$ cat src/rtl/dma_cc_pkg.sv
package dma_cc_pkg;
  localparam int REG_W     = 16;
  localparam int BIT_STEER = 9;
  localparam int BIT_INUSE = 8;
  localparam int BIT_NOSNP = 5;
  localparam int BIT_IRQEN = 4;
  localparam int NUM_LCK   = 3;

  function automatic logic [REG_W-1:0] pack_reg(logic steer, logic inuse,
                                                logic nosnp, logic irqen);
    logic [REG_W-1:0] r;
    r = '0;
    r[BIT_STEER] = steer;
    r[BIT_INUSE] = inuse;
    r[BIT_NOSNP] = nosnp;
    r[BIT_IRQEN] = irqen;
    return r;
  endfunction
endpackage

$ cat src/rtl/dma_cc_claim.sv
module dma_cc_claim (
  input  logic clk_i,
  input  logic rst_ni,
  input  logic rd_en_i,
  input  logic rel_i,
  output logic in_use_o
);
  logic in_use_q;

  // claim first, then release
  always_ff @(posedge clk_i or negedge rst_ni) begin
    if (!rst_ni)      in_use_q <= 1'b0;
    else if (rel_i)   in_use_q <= 1'b0;
    else if (rd_en_i) in_use_q <= 1'b1;
  end

  assign in_use_o = in_use_q;

  p_no_self_set_r5: assert property (@(posedge clk_i) disable iff (!rst_ni)
    !rd_en_i |=> !$rose(in_use_o));
  p_release_r5: assert property (@(posedge clk_i) disable iff (!rst_ni)
    rel_i |=> !in_use_o);
endmodule

$ cat src/rtl/dma_cc_fields.sv
module dma_cc_fields #(
  parameter int N = 3
) (
  input  logic         clk_i,
  input  logic         rst_ni,
  input  logic         wr_i,
  input  logic [N-1:0] d_i,
  output logic [N-1:0] q_o
);
  for (genvar i = 0; i < N; i++) begin : g_bit
    logic b_q;
    always_ff @(posedge clk_i or negedge rst_ni) begin
      if (!rst_ni)   b_q <= 1'b0;
      else if (wr_i) b_q <= d_i[i];
    end
    assign q_o[i] = b_q;
  end

  p_hold_r7: assert property (@(posedge clk_i) disable iff (!rst_ni)
    !wr_i |=> $stable(q_o));
endmodule

$ cat src/rtl/dma_cc_irq.sv
module dma_cc_irq (
  input  logic clk_i,
  input  logic rst_ni,
  input  logic evt_i,
  input  logic affil_i,
  input  logic en_i,
  input  logic abort_i,
  output logic irq_o
);
  logic irq_q;

  always_ff @(posedge clk_i or negedge rst_ni) begin
    if (!rst_ni) irq_q <= 1'b0;
    else         irq_q <= evt_i & (irq_q | (en_i & affil_i) | abort_i);
  end

  assign irq_o = irq_q;

  p_irq_drop_r10: assert property (@(posedge clk_i) disable iff (!rst_ni)
    !evt_i |=> !irq_o);
  p_irq_hold_r10: assert property (@(posedge clk_i) disable iff (!rst_ni)
    (irq_o && evt_i) |=> irq_o);
  p_irq_unaff_r11: assert property (@(posedge clk_i) disable iff (!rst_ni)
    (!irq_o && !affil_i && !abort_i) |=> !irq_o);
endmodule

$ cat src/rtl/dma_chan_ctl.sv
module dma_chan_ctl
  import dma_cc_pkg::*;
#(
  parameter int CNT_W = 8
) (
  input  logic             clk_i,
  input  logic             rst_ni,
  input  logic             rd_en_i,
  input  logic             wr_en_i,
  input  logic [REG_W-1:0] wdata_i,
  input  logic [CNT_W-1:0] chan_cnt_i,
  input  logic             err_evt_i,
  input  logic             err_affil_i,
  input  logic             abort_en_i,
  output logic [REG_W-1:0] rdata_o,
  output logic             rvalid_o,
  output logic             steer_en_o,
  output logic             in_use_o,
  output logic             desc_nosnoop_o,
  output logic             err_irq_en_o,
  output logic             err_irq_o
);
  logic               wr_ok;
  logic               rel;
  logic [NUM_LCK-1:0] fld_d, fld_q;
  logic [REG_W-1:0]   rdata_q;
  logic               rvalid_q;
  logic               unused_wdata;

  assign wr_ok = wr_en_i && (chan_cnt_i == CNT_W'(1));
  assign rel   = wr_ok && !wdata_i[BIT_INUSE];
  assign fld_d = {wdata_i[BIT_STEER], wdata_i[BIT_NOSNP], wdata_i[BIT_IRQEN]};
  assign unused_wdata = ^{wdata_i[15:10], wdata_i[7:6], wdata_i[3:0]};

  dma_cc_claim u_claim (
    .clk_i   (clk_i),
    .rst_ni  (rst_ni),
    .rd_en_i (rd_en_i),
    .rel_i   (rel),
    .in_use_o(in_use_o)
  );

  dma_cc_fields #(.N(NUM_LCK)) u_fields (
    .clk_i (clk_i),
    .rst_ni(rst_ni),
    .wr_i  (wr_ok),
    .d_i   (fld_d),
    .q_o   (fld_q)
  );

  assign {steer_en_o, desc_nosnoop_o, err_irq_en_o} = fld_q;

  dma_cc_irq u_irq (
    .clk_i  (clk_i),
    .rst_ni (rst_ni),
    .evt_i  (err_evt_i),
    .affil_i(err_affil_i),
    .en_i   (err_irq_en_o),
    .abort_i(abort_en_i),
    .irq_o  (err_irq_o)
  );

  // read returns pre-access value
  always_ff @(posedge clk_i or negedge rst_ni) begin
    if (!rst_ni) begin
      rdata_q  <= '0;
      rvalid_q <= 1'b0;
    end else begin
      rvalid_q <= rd_en_i;
      if (rd_en_i)
        rdata_q <= pack_reg(steer_en_o, in_use_o, desc_nosnoop_o, err_irq_en_o);
    end
  end

  assign rdata_o  = rdata_q;
  assign rvalid_o = rvalid_q;

  p_rvalid_r2: assert property (@(posedge clk_i) disable iff (!rst_ni)
    rd_en_i |=> rvalid_o);
  p_rvalid_low_r2: assert property (@(posedge clk_i) disable iff (!rst_ni)
    !rd_en_i |=> !rvalid_o);
  p_rsv_zero_r2: assert property (@(posedge clk_i) disable iff (!rst_ni)
    rvalid_o |-> (rdata_o[15:10] == '0 && rdata_o[7:6] == '0));
  p_read_old_r8: assert property (@(posedge clk_i) disable iff (!rst_ni)
    rd_en_i |=> rdata_o[BIT_INUSE] == $past(in_use_o));
  p_lock_r7: assert property (@(posedge clk_i) disable iff (!rst_ni)
    (wr_en_i && chan_cnt_i != CNT_W'(1) && !rd_en_i) |=>
      $stable({steer_en_o, in_use_o, desc_nosnoop_o, err_irq_en_o}));
endmodule

$ cat config.mk
export PLATFORM = sky130hd
export DESIGN_NAME = dma_chan_ctl
export DESIGN_NICKNAME = d
export VERILOG_FILES = /design/src/rtl/dma_cc_pkg.sv /design/src/rtl/dma_cc_claim.sv /design/src/rtl/dma_cc_fields.sv /design/src/rtl/dma_cc_irq.sv /design/src/rtl/dma_chan_ctl.sv
export SDC_FILE = /design/constraint.sdc
export NUM_CORES = 1
export LEC_CHECK = 0
export CAP_MARGIN = 20
export CORE_UTILIZATION = 27
export DETAILED_ROUTE_END_ITERATION = 8
export GPL_TIMING_DRIVEN = 0
export PLACE_DENSITY = 0.81
export SYNTH_ARGS = -nofsm -noshare
export SYNTH_HDL_FRONTEND = slang
export SYNTH_SLANG_ARGS = --single-unit
$ cat constraint.sdc
create_clock -name clk_i -period 1.2 [get_ports clk_i]
set_clock_uncertainty 0.15 [all_clocks]
set_input_delay 0.24 -clock clk_i [delete_from_list [all_inputs] [get_ports clk_i]]
set_output_delay 0.24 -clock clk_i [all_outputs]
set_load 0.01 [all_outputs]
# [After elaboration in Yosys (flattened, before gate mapping)]
# Cells that the tools add are included.
[classes] eq_ne=1 n_mux=2 bitwise=4 reduce_logical=4
[op_table] cell="== test 8 x 1 -> 1 bit (second input constant)" n=1
[op_table] cell="bitwise AND 1 bit" n=2
[op_table] cell="logical AND 1 bit" n=2
[op_table] cell="two-way mux 1 bit" n=2
[op_table] cell="bitwise OR 1 bit" n=2
[op_table] cell="nonzero test 2 bit" n=1
[op_table] cell="logical NOT 1 bit" n=1
[totals] regBits=10 input_bits=31 out_inout_bits=22 word_cells=18

# [Longest topological paths before layout]
# Gate-level depths: netlist of the first run.
[depth] word_depth=4 depth_mapped=3 mapped_depth_nobuf=3

# [Cells and area by module]
# From an unflattened synthesis of the first run, not the netlist that was laid out.
[hier_totals] cells_unflattened=41 hier_area_um2=510.5
[modules_own_cells] module="dma_chan_ctl" n_inst=1 cells_per_inst=27 area_each_um2=305.3 seq_area_each_um2=125.1
[modules_own_cells] module="dma_cc_fields" n_inst=1 cells_per_inst=9 area_each_um2=131.4 seq_area_each_um2=75.1
[modules_own_cells] module="dma_cc_irq" n_inst=1 cells_per_inst=3 area_each_um2=38.8 seq_area_each_um2=25.0
[modules_own_cells] module="dma_cc_claim" n_inst=1 cells_per_inst=2 area_each_um2=35.0 seq_area_each_um2=25.0

# [Least setup slack after synthesis of the first run]
# No wires, ideal clock.
[synth_path] path_kind="input port to flip-flop" startpoint="input chan_cnt_i[3]" endpoint="register u_fields.g_bit[0].b_q" setup_time_ps=125 arrival_time_ps=1577 required_time_ps=925 slack_ps=-652 stages=3 path_buffers=0 path_cell_list="or4_1 -> or4_4 -> mux2_4"
[synth_between] elab_chain_cells=2
[synth_lines] element="start, declared" line="dma_chan_ctl.sv:11" rtl="input logic [CNT_W-1:0] chan_cnt_i,"
[synth_lines] element="== test 8 x 1 -> 1 bit" line="dma_chan_ctl.sv:30" rtl="assign wr_ok = wr_en_i && (chan_cnt_i == CNT_W'(1));"
[synth_lines] element="logical AND 1 bit" line="dma_chan_ctl.sv:30"
[synth_lines] element="end signal, assigned" line="dma_cc_fields.sv:14" rtl="else if (wr_i) b_q <= d_i[i];"
[synth_lines] element="end, declared" line="dma_cc_fields.sv:11" rtl="logic b_q;"
# Every way passes these cells.
# A chain may end at the register's enable or synchronous reset.

# [Worst setup path after layout of the first run]
[layout_path] startpoint="input chan_cnt_i[5]" endpoint="register u_fields.g_bit[1].b_q"
[layout_between] elab_chain_cells=2
[layout_lines] element="== test 8 x 1 -> 1 bit" line="dma_chan_ctl.sv:30"
[layout_lines] element="logical AND 1 bit" line="dma_chan_ctl.sv:30"
[layout_lines] element="end signal, assigned" line="dma_cc_fields.sv:14"
[layout_lines] element="end, declared" line="dma_cc_fields.sv:11"
# Every way passes these cells.

==> flow_metrics.py, run 1 <==
metrics = {
    "run_status": {
        "run_status": "finished with violations",
        "violations": "setup timing",
    },
    "setup_path": {
        "rr_worst_depth": 3,
        "crit-reg2reg-launch": "u_fields.g_bit[1].b_q",
        "reg2reg_to": "rdata_o[5]",
        "cp.required_ps": 1190,
        "crit_path_cell_trace": "buf_6 -> or4_1 -> or4_4 -> mux2_4",
        "cp.arrival_ps": 1700,
        "slowest_delay_ps": 540,
        "crit_slowest_cell": "or4_4",
        "path_max_fanout": 4,
        "startpoint_type": "primary input",
        "path_class": "in -> reg",
        "crit_path_end_kind": "flip-flop",
        "ff2ff_setup_slack_ps": 50,
    },
    "placed_design": {
        "post-dp-hpwl_um": 786.9,
        "gp_congestion": 0.6880,
        "place.port_buffers": 28,
        "place_area_sq_um": 835.8,
    },
    "detailed_routing": {
        "drc_errors": 0,
        "drt-initial-drc-count": 3,
        "drt_pass1_iterations": 5,
        "drt_wl_total_um": 1030,
        "via_per_inst": 3.796,
        "ant_nets": 0,
        "wl_per_cell_um": 9.537,
        "vias": 410,
    },
    "synth": {
        "synth_commonest_cells": "buf_4 (12), dfrtp_1 (10), mux2_2 (4)",
        "syn_inst": 36,
        "synthFlopType": "dfrtp_1",
        "synth_edf_count": 0,
        "synth_largest_area_cell": "dfrtp_1",
        "synth.most_common_cell": "buf_4",
        "ys_seq_area_share_pct": 51.68,
        "synth_seq_cells": 10,
        "synth_async_sr_flop_share_pct": 100.0,
        "ys_top_cells_by_area": "dfrtp_1 (52%), buf_4 (19%), mux2_2 (9.3%)",
        "avgSynthCellArea_sq_um": 13.45,
        "ys_types": 11,
        "synth-warning-count": 0,
        "yosysTopAreaCellShare_pct": 51.68,
        "synthesis.area_sq_um": 484.2,
    },
    "job": {
        "maxCapViolCount": 0,
    },
    "sta": {
        "rsz0062_at_grt": "yes",
        "fin_ws_ps": -505.1,
        "fmax_mhz": 586.5,
        "fin_crit_sh_pct": 142.1,
        "slew_viol_final": 0,
        "min_period_ps": 1705,
        "hold_viol_final": 0,
        "finalSetupViolations": 4,
    },
    "final_layout": {
        "final_util_pct": 53.30,
        "fillers": 138,
        "drive_above_1_share_pct": 51.19,
        "fin_area_sq_um": 849.6,
        "nets": 117,
        "areaGrowthSynthToFinish_pct": 75.45,
        "num_antenna_cells": 0,
    },
    "floorplanning": {
        "die_w_um": 44.35,
        "start_util_pct": 30.38,
        "die_area_sq_um": 1967,
        "die_h_um": 44.35,
        "core_sq_um": 1594,
        "num_io_pins": 53,
        "core.rowCount": 14,
    },
    "power": {
        "max-vdd-ir-drop_mv": 0.3358,
        "power_density_nw_per_um2": 872.0,
        "p_leak_uw": 0.0004525,
    },
    "global_routing": {
        "grt_pass1_vias": 401,
        "antenna_found_initial": 0,
        "grt_start_max_net_pins": 11,
        "grt_pass1_wl_um": 1628,
        "grt.total_usage_pct": 12.04,
        "overflow": 0,
    },
    "clock_network": {
        "clock-sinks": 10,
        "clock_path_buffers": 2,
        "cts_root_buf": "clkbuf_4",
        "numCtsBuffers": 3,
        "clk_pin_slew_worst_paths_ps": 60,
        "h-tree-depth": 1,
        "cts_tree": "yes",
        "clk_latency_ps": 260,
    },
    "hold_path": {
        "hold_path_class": "in -> async",
    },
}
-- how the worst max path moves through the flow --
stage                   from               endpoint  slack, ps  depth (start not counted)
2_1_floorplan  chan_cnt_i[3]  u_fields.g_bit[0].b_q       -650                          3
3_3_place_gp   chan_cnt_i[3]  u_fields.g_bit[1].b_q      -1080                          4
3_5_place_dp   chan_cnt_i[3]  u_fields.g_bit[1].b_q      -1090                          4
4_1_cts        chan_cnt_i[4]  u_fields.g_bit[1].b_q       -540                          4
5_1_grt        chan_cnt_i[5]  u_fields.g_bit[1].b_q       -510                          4
6_report       chan_cnt_i[5]  u_fields.g_bit[1].b_q       -510                          4
-- through the flow --
| stage | hold slack, ps | cells | setup WS [ps] | setup TNS, ps | total power [uW] |
|---|---|---|---|---|---|
| after floorplan | -205.6 | 47 | -651.4 | -2485 | 437.1 |
| after global placement | 338.7 | 99 | -1078 | -5890 | 533.8 |
| after detailed placement | 344.7 | 99 | -1092 | -6025 | 536.3 |
| after CTS | 146.0 | 106 | -538.3 | -2028 | 744.8 |
| after global routing | 173.8 | 108 | -510.6 | -1934 | 788.8 |
| final | 140.1 | 108 | -505.1 | -1900 | 740.8 |
-- repair_timing --
| item | CTS | global route |
|---|---|---|
| gates resized for setup | 53 | 1 |
| buffers inserted | 4 | 2 |
| hold buffers | 0 | 0 |
| endpoints found under the hold margin | 0 | 0 |
| pin swaps | 2 | 3 |
| setup endpoints to repair | 18 | 7 |
-- registers in the layout, summed over array words and instances, names as in the netlist --
name	flops
rdata_o	4
rvalid_o	1
u_claim.in_use_o	1
u_fields.g_bit.b_q	3
u_irq.irq_o	1
-- cells in the final DEF (no fill, tap or decap) --
cell and instances:
buf_6 2, clkdlybuf4s15_1 1, or4_4 1, buf_4 18, nand3b_1 1, dlygate4sd2_1 1
dfrtp_1 10, mux2_2 4, clkbuf_4 3, a211oi_1 1, nor2b_1 1, o22a_2 1
or4_1 1, mux2_4 3, clkdlybuf4s50_1 13, conb_1 12, buf_2 11
-- metal layers --
metal,vias to the layer above,global-route usage [%],wire [um]
met5,-,0,0
met4,0,9.091,0
met3,0,4.082,126
met2,37,20.88,469
met1,177,11.68,433
li1,196,-,-
-- critical path, delay by kind of cell --
family | cells | cell delay (ps)
AND/OR/NAND/NOR | 2 | 1050
buffers and inverters | 1 | 80
multiplexers | 1 | 320
-- kinds of logic (layout without fill, tap and decap cells) --
group | Yosys count | after routing | share of synthesized area, %
buffers and inverters | 12 | 49 | 18.61
DFF | 10 | 10 | 51.68
muxes | 7 | 7 | 18.60
AOI/OAI and AO/OA | 2 | 2 | 3.618
and+or+nand+nor | 4 | 4 | 6.720
other | 1 | 12 | 0.7745
-- cell type report --
type / count / area (sq um) / share of cell area [%]
Multi-Input combinational cell: 25 / 185.2 / 21.80
Tap cell: 24 / 30.03 / 3.535
Sequential cell: 10 / 250.2 / 29.46
Timing Repair Buffer: 34 / 271.5 / 31.96
Buffer: 12 / 90.09 / 10.60
Clock buffer: 3 / 22.52 / 2.651
-- where the power goes --
part	switching, uW	leakage (uW)	internal [uW]
Sequential	5.94	0.000124	352
Combinational	60.3	0.000314	108
Clock	100	0.0000138	115
Total	166	0.000452	575
(Power assumes the default switching activity.)
==> run 2: changes to the inputs <==
--- a/config.mk
+++ b/config.mk
@@ -9,7 +9,7 @@
 export CORE_UTILIZATION = 27
 export DETAILED_ROUTE_END_ITERATION = 8
 export GPL_TIMING_DRIVEN = 0
-export PLACE_DENSITY = 0.81
+export PLACE_DENSITY = 0.77
 export SYNTH_ARGS = -nofsm -noshare
 export SYNTH_HDL_FRONTEND = slang
 export SYNTH_SLANG_ARGS = --single-unit
==> run 2 against run 1 <==
  * The flow still finishes with violations (setup timing)
  * Via count shrank 1.5%
  * First-iteration DRC count grew 67%
  * Clock-buffer cell count is the same
  * Register-to-register slack is essentially flat
  * Critical path depth is the same
  * Fmax grew 3.5%
  * Critical endpoint unchanged
  * Highest routed layer unchanged
==> flow_metrics.py, run 2 (synthesis gave the netlist of run 1 again) <==
metrics = {
    "hold_path": {
        "hold_path_class": "in -> async",
    },
    "final_layout": {
        "areaGrowthSynthToFinish_pct": 74.42,
        "seqCellArea_sq_um": 250.2,
        "layout_common_cells": "buf_4 (17), conb_1 (12), buf_2 (12)",
        "num_antenna_cells": 0,
        "largest_reg_flops": 4,
        "fillers": 148,
        "drive_above_1_share_pct": 51.81,
        "final_common_cell": "buf_4",
        "nets": 116,
        "multiInputGateArea_sq_um": 188.9,
    },
    "clock_network": {
        "clock-sinks": 10,
        "cts_tree": "yes",
        "clock_path_buffers": 2,
        "clk_pin_slew_worst_paths_ps": 60,
        "cts_root_buf": "clkbuf_4",
        "numCtsBuffers": 3,
        "clk_latency_ps": 250,
        "h-tree-depth": 1,
        "postCtsHoldBufs": 0,
    },
    "sta": {
        "holdWs_ps": 153.5,
        "min_period_ps": 1647,
        "rsz0062_at_grt": "yes",
        "fin_ws_ps": -447.3,
        "slew_viol_final": 0,
        "fmax_mhz": 607.0,
        "fin_setup_tns_ps": -1660,
        "finalSetupViolations": 4,
        "fin_crit_sh_pct": 137.3,
        "hold_viol_final": 0,
    },
    "global_routing": {
        "grt_pass1_wl_um": 1428,
        "grt.total_usage_pct": 10.10,
        "antenna_found_initial": 0,
        "grt_start_max_net_pins": 11,
        "overflow": 0,
        "grt_pass1_vias": 370,
    },
    "detailed_routing": {
        "wl_per_cell_um": 8.916,
        "drt_wl_total_um": 954,
        "vias": 404,
        "drt_pass1_iterations": 2,
        "drt-initial-drc-count": 5,
        "ant_nets": 0,
        "via_per_inst": 3.776,
        "drc_errors": 0,
    },
    "setup_path": {
        "path_max_fanout": 4,
        "crit-reg2reg-launch": "u_fields.g_bit[2].b_q",
        "cp.arrival_ps": 1630,
        "cp-endpoint": "u_fields.g_bit[1].b_q",
        "cp.required_ps": 1190,
        "rr_worst_depth": 3,
        "startpoint_type": "primary input",
        "crit_path_end_kind": "flip-flop",
        "critPathLaunch": "chan_cnt_i[4]",
        "ff2ff_setup_slack_ps": 60,
        "reg2reg_to": "rdata_o[9]",
        "path_class": "in -> reg",
    },
    "power": {
        "p_leak_uw": 0.0004650,
        "power_density_nw_per_um2": 863.6,
        "max-vdd-ir-drop_mv": 0.2929,
    },
    "floorplanning": {
        "die_area_sq_um": 1967,
        "core_sq_um": 1594,
        "die_h_um": 44.35,
        "start_util_pct": 30.38,
        "die_w_um": 44.35,
        "num_io_pins": 53,
        "core.rowCount": 14,
    },
    "job": {
        "maxCapViolCount": 0,
    },
    "placed_design": {
        "post-dp-hpwl_um": 727.7,
        "gp_congestion": 0.7161,
        "place.port_buffers": 28,
    },
    "run_status": {
        "run_status": "finished with violations",
        "violations": "setup timing",
    },
}
run 2: critical path, stage by stage:
cell and delay [ps]:
buf_6 90, or4_4 510, or4_4 480, mux2_4 320
run 2: how the worst min path moves through the flow:
stage,slack (ps),depth (start not counted),startpoint,end
6_report,150,1,rst_ni,u_claim.in_use_o
4_1_cts,150,1,rst_ni,rdata_o[4]
3_3_place_gp,340,1,rdata_o[8],rdata_o[8]
2_1_floorplan,-210,0,rst_ni,rdata_o[4]
5_1_grt,170,1,rst_ni,rdata_o[9]
3_5_place_dp,350,1,rdata_o[8],rdata_o[8]
run 2: per-layer routing:
layer  global-route usage [%]  vias to the layer above  wire length, um
li1                         -                      194                -
met1                    10.18                      177              368
met2                    17.94                       33              443
met3                    3.673                        0              142
met4                    5.455                        0                0
met5                        0                        -                0
run 2: report_power, final:
| group | total (uW) | internal (uW) | switching, uW |
|---|---|---|---|
| sequential | 358 | 352 | 6.25 |
| combinational | 163 | 103 | 59.3 |
| clock | 209 | 115 | 94.1 |
| total | 729 | 570 | 160 |
run 2: layout make-up:
cell class / count / area share (%)
buffer: 12 / 10.67
clock buffer: 3 / 2.667
multi-input combinational: 25 / 22.37
sequential: 10 / 29.63
tap: 24 / 3.556
timing repair buffer: 33 / 31.11
run 2: timing repair:
item	in CTS	in global routing
buffers inserted	4	1
pin swaps	3	2
setup endpoints to repair	18	5
gates resized for setup	53	3
run 2: stage by stage:
step	setup WS, ps	power, uW	util, %	cell area, sq um	instances
finish	-447.3	729.4	52.98	844.6	107
CTS	-440.3	738.4	51.96	828.3	106
global placement	-1072	533.1	52.43	835.8	99
floorplan	-651.4	437.1	-	525.5	47
global route	-448.2	777.7	52.98	844.6	107
detailed placement	-1086	535.5	52.43	835.8	99
